==> src/rtl/sleep_clk_ctrl.sv <==
module sleep_clk_ctrl #(
  parameter int START_CYC = 16
) (
  input  logic       clk,
  input  logic       rst_n,
  input  logic       cfg_we,
  input  logic [3:0] cfg_wdata,
  output logic [3:0] cfg_q,
  input  logic       sleep_req,
  input  logic       ext_lvl_irq,
  input  logic       ext_edge_irq,
  input  logic       io_irq,
  input  logic       adc_irq,
  input  logic       wdt_irq,
  input  logic       rst_req,
  output logic       cpu_clk_en,
  output logic       flash_clk_en,
  output logic       io_clk_en,
  output logic       adc_clk_en,
  output logic       pll_clk_en,
  output logic       osc_en,
  output logic       rst_vec,
  output logic [1:0] pm_state
);
  localparam int CW = (START_CYC > 3) ? $clog2(START_CYC + 1) : 2;
  localparam logic [2:0] M_IDLE = 3'b000, M_ADCNR = 3'b001, M_PDOWN = 3'b010,
                         M_PSAVE = 3'b011, M_STBY = 3'b110;
  localparam logic [1:0] S_ACT = 2'd0, S_SLP = 2'd1, S_START = 2'd2, S_HALT = 2'd3;

  logic [5:0]    sync1, sync2;
  logic [2:0]    cur_mode;
  logic [CW-1:0] cnt;
  logic [1:0]    st;
  logic [4:0]    wmask;
  logic [5:0]    slp_en;
  logic          mode_ok, osc_off, wake;

  assign mode_ok = (cfg_q[3:1] == M_IDLE) || (cfg_q[3:1] == M_ADCNR) ||
                   (cfg_q[3:1] == M_PDOWN) || (cfg_q[3:1] == M_PSAVE) ||
                   (cfg_q[3:1] == M_STBY);
  assign osc_off = (cur_mode == M_PDOWN) || (cur_mode == M_PSAVE);

  // wake mask bits: {wdt, adc, io, edge, lvl}
  assign wmask[0] = 1'b1;
  assign wmask[1] = (cur_mode == M_IDLE) || (cur_mode == M_ADCNR);
  assign wmask[2] = (cur_mode == M_IDLE) || (cur_mode == M_PSAVE);
  assign wmask[3] = (cur_mode == M_IDLE) || (cur_mode == M_ADCNR);
  assign wmask[4] = 1'b1;
  assign wake = |(sync2[4:0] & wmask);

  // sleep enables: {io, adc, pll, flash, cpu, osc}
  always_comb begin
    case (cur_mode)
      M_IDLE:  slp_en = 6'b111001;
      M_ADCNR: slp_en = 6'b010001;
      M_STBY:  slp_en = 6'b000001;
      default: slp_en = 6'b000000;
    endcase
  end

  always_ff @(posedge clk or negedge rst_n) begin
    if (!rst_n) begin
      sync1 <= '0;
      sync2 <= '0;
    end else begin
      sync1 <= {rst_req, wdt_irq, adc_irq, io_irq, ext_edge_irq, ext_lvl_irq};
      sync2 <= sync1;
    end
  end

  always_ff @(posedge clk or negedge rst_n) begin
    if (!rst_n)      cfg_q <= '0;
    else if (cfg_we) cfg_q <= cfg_wdata;
  end

  always_ff @(posedge clk or negedge rst_n) begin
    if (!rst_n) begin
      st       <= S_ACT;
      cur_mode <= M_IDLE;
      cnt      <= '0;
      rst_vec  <= 1'b0;
    end else begin
      rst_vec <= 1'b0;
      if (st != S_ACT && sync2[5]) begin
        st      <= S_ACT;
        rst_vec <= 1'b1;
      end else begin
        case (st)
          S_ACT:
            if (sleep_req && cfg_q[0] && mode_ok) begin
              st       <= S_SLP;
              cur_mode <= cfg_q[3:1];
            end
          S_SLP:
            if (wake) begin
              if (osc_off && START_CYC > 0) begin
                st  <= S_START;
                cnt <= CW'(START_CYC - 1);
              end else begin
                st  <= S_HALT;
                cnt <= CW'(3);
              end
            end
          S_START:
            if (cnt == '0) begin
              st  <= S_HALT;
              cnt <= CW'(3);
            end else cnt <= cnt - 1'b1;
          default:
            if (cnt == '0) st <= S_ACT;
            else           cnt <= cnt - 1'b1;
        endcase
      end
    end
  end

  always_comb begin
    case (st)
      S_ACT:   {io_clk_en, adc_clk_en, pll_clk_en, flash_clk_en, cpu_clk_en, osc_en} = 6'b111111;
      S_SLP:   {io_clk_en, adc_clk_en, pll_clk_en, flash_clk_en, cpu_clk_en, osc_en} = slp_en;
      S_START: {io_clk_en, adc_clk_en, pll_clk_en, flash_clk_en, cpu_clk_en, osc_en} = slp_en | 6'b000001;
      default: {io_clk_en, adc_clk_en, pll_clk_en, flash_clk_en, cpu_clk_en, osc_en} = 6'b111101;
    endcase
  end

  assign pm_state = st;
endmodule


==> config.mk <==
export PLATFORM = sky130hd
export DESIGN_NAME = sleep_clk_ctrl
export DESIGN_NICKNAME = d
export VERILOG_FILES = /design/src/rtl/sleep_clk_ctrl.sv
export SDC_FILE = /design/constraint.sdc
export NUM_CORES = 1
export LEC_CHECK = 0
export ABC_AREA = 1
export BUFFER_PORTS_ARGS = -buffer_cell sky130_fd_sc_hd__buf_2
export CORE_MARGIN = 2
export CORE_UTILIZATION = 50
export CTS_BUF_LIST = sky130_fd_sc_hd__clkbuf_16
export DETAILED_ROUTE_END_ITERATION = 10
export PLACE_DENSITY = 0.74
export SYNTH_ARGS = -nofsm -noshare
export SYNTH_HDL_FRONTEND = slang
export SYNTH_SLANG_ARGS = --single-unit
==> constraint.sdc <==
create_clock -name clk -period 3.3 [get_ports clk]
set_input_delay 0.99 -clock clk [delete_from_list [all_inputs] [get_ports clk]]
set_output_delay 0.99 -clock clk [all_outputs]
set_load 0.005 [all_outputs]
==> results of run 1 <==
==> metrics by stage <==
step	hold slack (ps)	instance area, sq um	cells	setup WS [ps]	util
after global routing	361.8	1536	200	733.9	0.6259
after CTS	351.2	1536	200	827.4	0.6259
final	347.5	1536	200	825.9	0.6259
after floorplan	331.2	1294	141	1231	-
after global placement	332.6	1454	196	1169	0.5923
after detailed placement	335.8	1454	196	1133	0.5923
==> Yosys cell counts <==
master,count
sky130_fd_sc_hd__inv_1,16
sky130_fd_sc_hd__a21oi_1,6
sky130_fd_sc_hd__or2_1,1
sky130_fd_sc_hd__mux2_2,3
sky130_fd_sc_hd__xnor2_1,1
sky130_fd_sc_hd__nand2_4,1
sky130_fd_sc_hd__ha_1,6
sky130_fd_sc_hd__inv_2,1
sky130_fd_sc_hd__nand2_1,37
sky130_fd_sc_hd__dfrtp_1,27
sky130_fd_sc_hd__nand3_1,5
sky130_fd_sc_hd__nand2_2,1
sky130_fd_sc_hd__xor2_1,1
sky130_fd_sc_hd__nand3b_1,1
sky130_fd_sc_hd__nand3_2,5
sky130_fd_sc_hd__buf_4,1
sky130_fd_sc_hd__o21ai_0,10
sky130_fd_sc_hd__inv_4,1
sky130_fd_sc_hd__nor2_2,2
sky130_fd_sc_hd__clkinv_2,1
sky130_fd_sc_hd__o21ai_1,3
sky130_fd_sc_hd__nor2_1,9
sky130_fd_sc_hd__nor2_4,2
==> sequential cells by signal, indices dropped and copies added, names as in the netlist <==
name / flops
sync2: 6
cur_mode: 3
cfg_q: 4
pm_state: 2
rst_vec: 1
cnt: 5
sync1: 6
==> layer usage <==
layer / part of all wire / vias up / wire [um]
met4: 0.030 / 0 / 68
li1: - / 497 / -
met5: 0 / - / 0
met1: 0.44 / 456 / 1010
met2: 0.49 / 28 / 1111
met3: 0.038 / 9 / 86
==> cell type report <==
type / count / area [sq um]
clock inverter: 1 / 7.507
sequential: 27 / 675.6
timing repair buffer: 26 / 130.1
tap: 30 / 37.54
multi-input combinational: 94 / 535.5
clock buffer: 3 / 75.07
inverter: 19 / 75.07
fill: 196 / 918.4
==> power by group through the flow <==
stage               combinational [mW]  clock, mW  sequential, mW
floorplan                        0.528          0           0.468
global placement                 0.693          0           0.472
detailed placement               0.714          0           0.480
CTS                              0.717      0.284           0.474
global route                     0.814      0.296           0.487
finish                           0.710      0.277           0.474
==> cell usage in the layout, fill, tap and decap left out, drive strengths merged <==
cell,count
a21oi,6
buf,26
clkbuf,3
clkinv,1
clkinvlp,1
dfrtp,27
ha,6
inv,18
mux2,3
nand2,39
nand3,10
nand3b,1
nor2,13
o21ai,13
or2,1
xnor2,1
xor2,1
==> worst max-delay path by stage <==
stage | start | endpoint
2_1_floorplan | pm_state[1]$_DFFE_PN0P_ | pll_clk_en
3_3_place_gp | pm_state[1]$_DFFE_PN0P_ | flash_clk_en
3_5_place_dp | pm_state[1]$_DFFE_PN0P_ | flash_clk_en
4_1_cts | pm_state[1]$_DFFE_PN0P_ | flash_clk_en
5_1_grt | pm_state[0]$_DFFE_PN0P_ | flash_clk_en
6_report | pm_state[1]$_DFFE_PN0P_ | flash_clk_en
==> kinds of logic after synthesis <==
kind of cell / count (synthesis) / share of synthesized area
AOI/OAI and AO/OA: 19 / 0.07350
xor gates and xnor gates: 2 / 0.01354
adders and majority gates: 6 / 0.05803
buffers and inverters: 20 / 0.06383
DFF: 27 / 0.5222
muxes: 3 / 0.02611
and+or+nand+nor: 64 / 0.2427
==> worst max-delay path: cells and delay by family, from the launching register on <==
family,cells,cell delay [ps]
flip-flops,1,430
adder cells (fa/ha/maj),1,400
buffers and inverters,3,390
==> impl_results.md, run 1 <==
- Portion of total power attributed to the clock network: 0.190
- Peak clock frequency supported by timing: 404.2 MHz
- Vias: 990
- Worst Tran Pin Value: 583.8 ps
- Worst path most repeated cell: sky130_fd_sc_hd__inv_1
- Ratio of cells with drive above 1 in the final layout: 0.2765
- RR Startpoint: pm_state[1]$_DFFE_PN0P_
- RSZ-0062 raised after global routing: false
- Area share of the largest cell type after synthesis: 0.5222
- Leading post-synthesis cells by cell area: sky130_fd_sc_hd__dfrtp_1, sky130_fd_sc_hd__nand2_1, sky130_fd_sc_hd__ha_1, sky130_fd_sc_hd__inv_1, sky130_fd_sc_hd__nand3_2
- Drc violations: 0
- Hold Fails Final Rpt: 0
- Hold path start: sync1[1]$_DFF_PN0_
- Number of levels in the clock H-tree: 1
- Net count of the finished layout: 191
- Reported leakage power: 0.7991 nW
- Critical path data required time: 2310 ps
- Final WL: 2275 um
- Drt first pass iters: 5
- Post-CTS setup-driven buffer insertion count: 0
- Antenna diode count: 0
- Io pins: 27
- Switching share of total power: 0.4174
- Number of stages on the worst hold path: 0
- Overflow after GRT: 0
- Largest net degree at the start of global routing: 28
- Synthesized flop and latch total: 27
- WP data arrival: 1480 ps
- Worst path slowest cell: sky130_fd_sc_hd__dfrtp_1
- Maximum number of buffers from clock root to sink: 2
- Number of buffers added to fix hold violations after cts: 0
- Largest fanout of any net on the critical path: 5
- Clock period minus final worst setup slack: 2474 ps
- Number of CTS-inserted buffers: 3
- TritonCTS clock tree: done
- Detail Route Antenna Nets: 0
- Met3 capacity usage during global routing: 0.03552
- Total internal power: 851.5 uW
- Starting density of the core: 0.5270
- Port Buffer Count: 26
- Destination of the worst hold path: sync2[1]$_DFF_PN0_
- Cell Chain, Critical Path: inv_1 -> ha_1 -> inv_1 -> buf_2
- Routing layer with the top usage in global route: met2
- Mean instance size in the synthesized netlist: 9.175 sq um
- Final Total Pwr: 1.462 mW
- Total power divided by cell area: 951.3 nW/um^2
- Vias in the first global route: 929
- Num rows: 18
- Switching power summed over all nets: 610.1 uW
- Peak supply drop: 0.5788 mV
- All-layer global routing usage: 0.1792
- Die area: 3010 sq um
- Width of the die: 54.87 um
- Largest clock skew in the final design: 1.989 ps
- Type of the setup path with the least slack: flop to output port
- Path type of the worst min-delay path: flop to flop
- Cell count after synthesis: 141
- Portion of total power attributed to combinational logic: 0.486
- Max stage delay on crit path: 430 ps
- Drt via density: 4.950
- Depth of the most critical reg-to-reg path: 6
- # clock sinks: 27
- Worst relative slew slack: 0.6108
- Met1 GRT Util: 0.2102
- Max-capacitance violation count: 0
- Growth of design area from synthesis to finish: 18.76%
- # setup viols final: 0
- Area of the mapped netlist: 1294 sq um
- Reg2reg end: cnt[0]$_DFFE_PN0P_
- Insertion delay to the later sink of the worst-skew pair: 260 ps
- Detail-routed net length per standard cell: 11.38 um
- Final estimated routing congestion in global placement: 0.7594
- Register-to-Register Setup Slack: 1600 ps
- Crit share post-route: 0.7497
- Initial antenna violation count: 0
- Height of the chip: 54.87 um
- Placed wire-length estimate after detailed placement: 1769 um
- Number of distinct library cells after synthesis: 23
- Kind of end point of the critical path: output port
- Fraction of power consumed by sequential logic: 0.325
- Nature of the critical path startpoint: flop
- Net count after synthesis: 161
- Proportion of synthesized chip area in sequential cells: 0.5222
- Clock slew at reported path FFs: 70 ps
- Library cell used as clock root buffer: sky130_fd_sc_hd__clkbuf_16
- Met2 layer usage reported by global route: 0.3036
- Warnings, synthesis: 0
- Core area: 2455 sq um
- Post-CTS resize count: 0
- Global-route wire length before repair: 3753 um
- Run status: completed
- Dominant cell type by area after synthesis: sky130_fd_sc_hd__dfrtp_1
- Starting DRC count in detailed routing: 14
- Sum of negative setup slack: 0 ps
- Number of slew-limit violations in the final report: 0
(Power assumes the default switching activity.)
==> run 2, diff against run 1 <==
- CORE_UTILIZATION: 50 -> 48
- clock period: 3.3 -> 2.27 ns (I/O delays scaled with it)
==> run 2 against run 1 <==
Wire length is 5.9% higher. Non-clock buffer count stayed put. Sequential cell count stayed put. Power is 47% higher. Hold slack better by 1.2 ps. Clock power is 45% higher. Global-route usage is 0.96 points lower. Sequential share of layout area is 0.072 points higher. Largest cell class unchanged. Largest power group unchanged.
==> impl_results.md, run 2 (synthesis gave the netlist of run 1 again) <==
- Number of slew-limit violations in the final report: 0 (unchanged)
- Initial antenna violation count: 0 (unchanged)
- Num rows: 18 (unchanged)
- Core area: 2522 sq um (+2.8%)
- Run status: completed
- Antenna diode count: 0 (unchanged)
- Clock period minus final worst setup slack: 2144 ps
- TritonCTS clock tree: done
- RSZ-0062 raised after global routing: false
- Port Buffer Count: 26 (unchanged)
- Register-to-Register Setup Slack: 570 ps (-1030 ps)
- Final estimated routing congestion in global placement: 0.8640 (+14%)
- Hold Fails Final Rpt: 0 (unchanged)
- Worst relative slew slack: 0.6099 (-0.0008860)
- Fill cells: 217 (+11%)
- Height of the chip: 55.92 um (+1.9%)
- Largest net degree at the start of global routing: 28 (unchanged)
- Overflow after GRT: 0 (unchanged)
- Total power divided by cell area: 1397 nW/um^2 (+47%)
- Detail Route Antenna Nets: 0 (unchanged)
- Standard cell area after detailed placement: 1454 sq um (unchanged)
- Drt first pass iters: 4 (-1)
- Starting DRC count in detailed routing: 26 (+12)
- End point of the critical path: flash_clk_en
- Nature of the critical path startpoint: flop
- Worst hold margin: 348.7 ps (+1.204 ps)
- Starting density of the core: 0.5129 (-0.01412)
- Multi-input combinational cell area: 535.5 sq um (unchanged)
- Sum of negative setup slack: 0 ps (unchanged)
- Max-capacitance violation count: 0 (unchanged)
- Final standard cell area without fillers: 1534 sq um (-0.16%)
- Final WL: 2410 um (+5.9%)
- Reported leakage power: 0.8029 nW (+0.47%)
- Reg2reg end: cnt[0]$_DFFE_PN0P_
- # clock sinks: 27 (unchanged)
- Ratio of cells with drive above 1 in the final layout: 0.2765 (unchanged)
- Post-CTS resize count: 0 (unchanged)
- Crit share post-route: 0.9447
- Width of the die: 55.92 um (+1.9%)
- Vias in the first global route: 943 (+1.5%)
- Type of the setup path with the least slack: flop to output port
- Drt via density: 5.020 (+1.4%)
- Peak supply drop: 0.7601 mV (+31%)
- RR Startpoint: pm_state[1]$_DFFE_PN0P_
- WP data arrival: 1460 ps (-20 ps)
- # setup viols final: 0 (unchanged)
- Registers with the most flip-flops: sync1 x6, sync2 x6, cnt x5
- Commonest non-fill, non-tap cell in the layout: sky130_fd_sc_hd__nand2_1
- Placed wire-length estimate after detailed placement: 1780 um (+0.64%)
- Drc violations: 0 (unchanged)
- CP Launch Point: pm_state[1]$_DFFE_PN0P_
- Worst Tran Pin Value: 585.2 ps (+1.329 ps)
- Vias: 1004 (+1.4%)
- Depth of the most critical reg-to-reg path: 6 (unchanged)
- Io pins: 27 (unchanged)
- Largest clock skew in the final design: 0.6986 ps (-1.290 ps)
- Number of levels in the clock H-tree: 1 (unchanged)
- Kind of end point of the critical path: output port
- Insertion delay to the later sink of the worst-skew pair: 260 ps (about the same)
- Number of buffers added to fix hold violations after cts: 0 (unchanged)
- Utilization after layout: 0.6081 (-0.01776)
- Die area: 3126 sq um (+3.9%)
- Growth of design area from synthesis to finish: 18.57%
- Clock slew at reported path FFs: 70 ps (about the same)
- Net count of the finished layout: 191 (unchanged)
- Detail-routed net length per standard cell: 12.05 um (+5.9%)
- Most frequent cells in the layout: sky130_fd_sc_hd__nand2_1, sky130_fd_sc_hd__dfrtp_1, sky130_fd_sc_hd__buf_2
- Number of CTS-inserted buffers: 3 (unchanged)
- Maximum number of buffers from clock root to sink: 2 (unchanged)
- Global-route wire length before repair: 4119 um (+9.8%)
- Post-CTS setup-driven buffer insertion count: 0 (unchanged)
- Hold path start: sync1[1]$_DFF_PN0_
- Library cell used as clock root buffer: sky130_fd_sc_hd__clkbuf_16
- Critical path data required time: 1590 ps (-720 ps)
- Largest fanout of any net on the critical path: 5 (unchanged)
- All-layer global routing usage: 0.1696 (-0.009618)
- Path type of the worst min-delay path: flop to flop
- Flip-flop and latch area: 675.6 sq um (unchanged)
- Peak clock frequency supported by timing: 466.3 MHz
## run 2: cell type report
class / count / share of cell area
Clock inverter: 1 / 0.003263
Inverter: 19 / 0.04894
Timing Repair Buffer: 26 / 0.08483
Multi-Input combinational cell: 94 / 0.3491
Clock buffer: 3 / 0.04894
Tap cell: 30 / 0.02447
Sequential cell: 27 / 0.4405
## run 2: worst min-delay path by stage
stage	to	slack, ps	depth (start not counted)
floorplan	sync2[0]$_DFF_PN0_	330	0
global placement	sync2[3]$_DFF_PN0_	330	0
detailed placement	sync2[1]$_DFF_PN0_	330	0
CTS	sync2[1]$_DFF_PN0_	350	0
global route	sync2[0]$_DFF_PN0_	360	0
finish	sync2[1]$_DFF_PN0_	350	0
## run 2: report_power, final
group          total, mW  leakage [nW]  internal, mW  switching (mW)
registers          0.689         0.325         0.591          0.0983
clock network      0.403        0.0409         0.238           0.165
logic               1.05         0.437         0.407           0.645
## run 2: metrics by stage
step | setup slack [ps] | instances | total power, mW
after global routing | 34.09 | 200 | 2.331
after floorplan | 510.1 | 141 | 1.448
after CTS | 134.7 | 200 | 2.147
after global placement | 450.9 | 196 | 1.693
final | 125.6 | 200 | 2.143
after detailed placement | 423.2 | 196 | 1.736
## run 2: layer usage
layer	track usage	vias up	part of all wire
met2	0.2874	28	0.50
met1	0.2072	469	0.44
met4	0.07483	0	0.016
met5	0	-	0
li1	-	502	-
met3	0.03721	5	0.039
## run 2: critical path: stages (launching register included)
cell	delay, ps
sky130_fd_sc_hd__dfrtp_1	430
sky130_fd_sc_hd__inv_1	130
sky130_fd_sc_hd__ha_1	360
sky130_fd_sc_hd__inv_1	150
sky130_fd_sc_hd__buf_2	130
==> run 3, diff against run 2 <==
- REMOVE_ABC_BUFFERS: not set -> 1
==> run 3 against run 2 <==
Critical path depth stayed put. Combinational power hardly changed. Clock power is 4% lower. Critical path type unchanged. Largest cell class unchanged.
==> impl_results.md, run 3 (synthesis gave the netlist of run 1 again) <==
- Core area: 2522 sq um (unchanged)
- Largest fanout of any net on the critical path: 5 (unchanged)
- Worst Tran Pin Value: 575.6 ps (-9.567 ps)
- Drc violations: 0 (unchanged)
- # clock sinks: 27 (unchanged)
- Worst hold margin: 347.1 ps (-1.529 ps)
- Growth of design area from synthesis to finish: 18.57% (unchanged)
- Registers with the most flip-flops: sync1 x6, sync2 x6, cnt x5
- Kind of end point of the critical path: output port
- Initial antenna violation count: 0 (unchanged)
- Starting DRC count in detailed routing: 27 (+3.8%)
- Io pins: 27 (unchanged)
- Clock period minus final worst setup slack: 2118 ps (-26.78 ps)
- Drt via density: 4.860 (-3.2%)
- Detail Route Antenna Nets: 0 (unchanged)
- Maximum number of buffers from clock root to sink: 2 (unchanged)
- Detail-routed net length per standard cell: 11.45 um (-5.0%)
- Sum of negative setup slack: 0 ps (unchanged)
- Hold path start: sync1[1]$_DFF_PN0_
- Max-capacitance violation count: 0 (unchanged)
- Worst path most repeated cell: sky130_fd_sc_hd__inv_1
- Die area: 3126 sq um (unchanged)
- Insertion delay to the later sink of the worst-skew pair: 260 ps (about the same)
- Fill cells: 212 (-2.3%)
- Reported leakage power: 0.8031 nW (about the same)
- CP Launch Point: pm_state[0]$_DFFE_PN0P_
- Num rows: 18 (unchanged)
- Number of levels in the clock H-tree: 1 (unchanged)
- Largest clock skew in the final design: 0.8579 ps (+0.1593 ps)
- Global-route wire length before repair: 4174 um (+1.3%)
- Reg2reg end: cnt[1]$_DFFE_PN0P_
- Vias in the first global route: 982 (+4.1%)
- Peak clock frequency supported by timing: 472.2 MHz (+1.3%)
- Vias: 972 (-3.2%)
- Ratio of cells with drive above 1 in the final layout: 0.2765 (unchanged)
- Type of the setup path with the least slack: flop to output port
- Drt first pass iters: 4 (unchanged)
- All-layer global routing usage: 0.1731 (+0.003527)
- Final Total Pwr: 2.101 mW (-2.0%)
- Cell Chain, Critical Path: inv_1 -> ha_1 -> inv_1 -> buf_2
- Depth of the most critical reg-to-reg path: 6 (unchanged)
- Run status: completed
- Number of stages on the worst hold path: 0 (unchanged)
- Utilization after layout: 0.6081 (unchanged)
- Antenna diode count: 0 (unchanged)
- Hold Fails Final Rpt: 0 (unchanged)
- Worst path slowest cell: sky130_fd_sc_hd__dfrtp_1
- Worst relative slew slack: 0.6163 (+0.006378)
- Critical path data required time: 1590 ps (about the same)
- Crit share post-route: 0.9329 (-0.01180)
- Destination of the worst hold path: sync2[1]$_DFF_PN0_
- Clock slew at reported path FFs: 60 ps (about the same)
- Post-CTS setup-driven buffer insertion count: 0 (unchanged)
- Max stage delay on crit path: 410 ps (-20 ps)
- RR Startpoint: pm_state[0]$_DFFE_PN0P_
- Nature of the critical path startpoint: flop
- Library cell used as clock root buffer: sky130_fd_sc_hd__clkbuf_16
- Peak supply drop: 0.7669 mV (+0.90%)
- Overflow after GRT: 0 (unchanged)
- Final WL: 2289 um (-5.0%)
- RSZ-0062 raised after global routing: false
- TritonCTS clock tree: done
- Final estimated routing congestion in global placement: 0.7978 (-7.7%)
- Starting density of the core: 0.5129 (unchanged)
- Placed wire-length estimate after detailed placement: 1676 um (-5.9%)
- WP data arrival: 1440 ps (-20 ps)
- Register-to-Register Setup Slack: 650 ps (+80 ps)
- # setup viols final: 0 (unchanged)
- Largest net degree at the start of global routing: 28 (unchanged)
- Most frequent cells in the layout: sky130_fd_sc_hd__nand2_1, sky130_fd_sc_hd__dfrtp_1, sky130_fd_sc_hd__buf_2
- Total power divided by cell area: 1369 nW/um^2 (-2.0%)
- Number of slew-limit violations in the final report: 0 (unchanged)
- Number of CTS-inserted buffers: 3 (unchanged)
- Height of the chip: 55.92 um (unchanged)
- Width of the die: 55.92 um (unchanged)
- Port Buffer Count: 26 (unchanged)
- Path type of the worst min-delay path: flop to flop
- Commonest non-fill, non-tap cell in the layout: sky130_fd_sc_hd__nand2_1
- Net count of the finished layout: 191 (unchanged)
[run 3: timing repair]
item | 4_1_cts | 5_1_grt
resized for setup | 0 | 1
hold buffers | 0 | 0
endpoints found under the setup margin | 0 | 1
hold endpoints to repair | 0 | 0
[run 3: critical path, delay by kind of cell, from the launching register on]
| family | cells | cell delay (ps) |
|---|---|---|
| DFF | 1 | 410 |
| adders and majority gates | 1 | 380 |
| buffers and inverters | 3 | 390 |
[run 3: report_power, final]
part           internal [mW]  total, mW  leakage [nW]  switching [mW]
logic                  0.408       1.02         0.437           0.617
registers              0.593      0.690         0.323          0.0972
clock network          0.236      0.386        0.0423           0.151
[run 3: how the worst max path moves through the flow]
| stage | endpoint | slack, ps | cells past startpoint |
|---|---|---|---|
| after global routing | flash_clk_en | 20 | 4 |
| after detailed placement | flash_clk_en | 400 | 4 |
| after CTS | flash_clk_en | 120 | 4 |
| after floorplan | flash_clk_en | 620 | 3 |
| final | flash_clk_en | 150 | 4 |
| after global placement | flash_clk_en | 460 | 4 |
[run 3: area by class of cell]
class	count	area [sq um]	area share
Tap cell	30	37.54	0.02447
Clock buffer	3	75.07	0.04894
Sequential cell	27	676.9	0.4413
Inverter	19	75.07	0.04894
Multi-Input combinational cell	94	535.5	0.3491
Timing Repair Buffer	26	130.1	0.08483
Clock inverter	1	3.754	0.002447
[run 3: stage by stage]
stage	instance area, sq um	instances	setup slack [ps]
floorplan	1286	140	621.8
global placement	1454	196	456.3
detailed placement	1454	196	402.7
CTS	1533	200	119.5
global route	1534	200	18.72
finish	1534	200	152.3
[run 3: routing by layer]
layer	up-vias	wire, um	track usage
met1	447	976	0.2150
met4	0	45	0.07143
met3	5	109	0.04419
met5	-	0	0
li1	498	-	-
met2	22	1158	0.2874
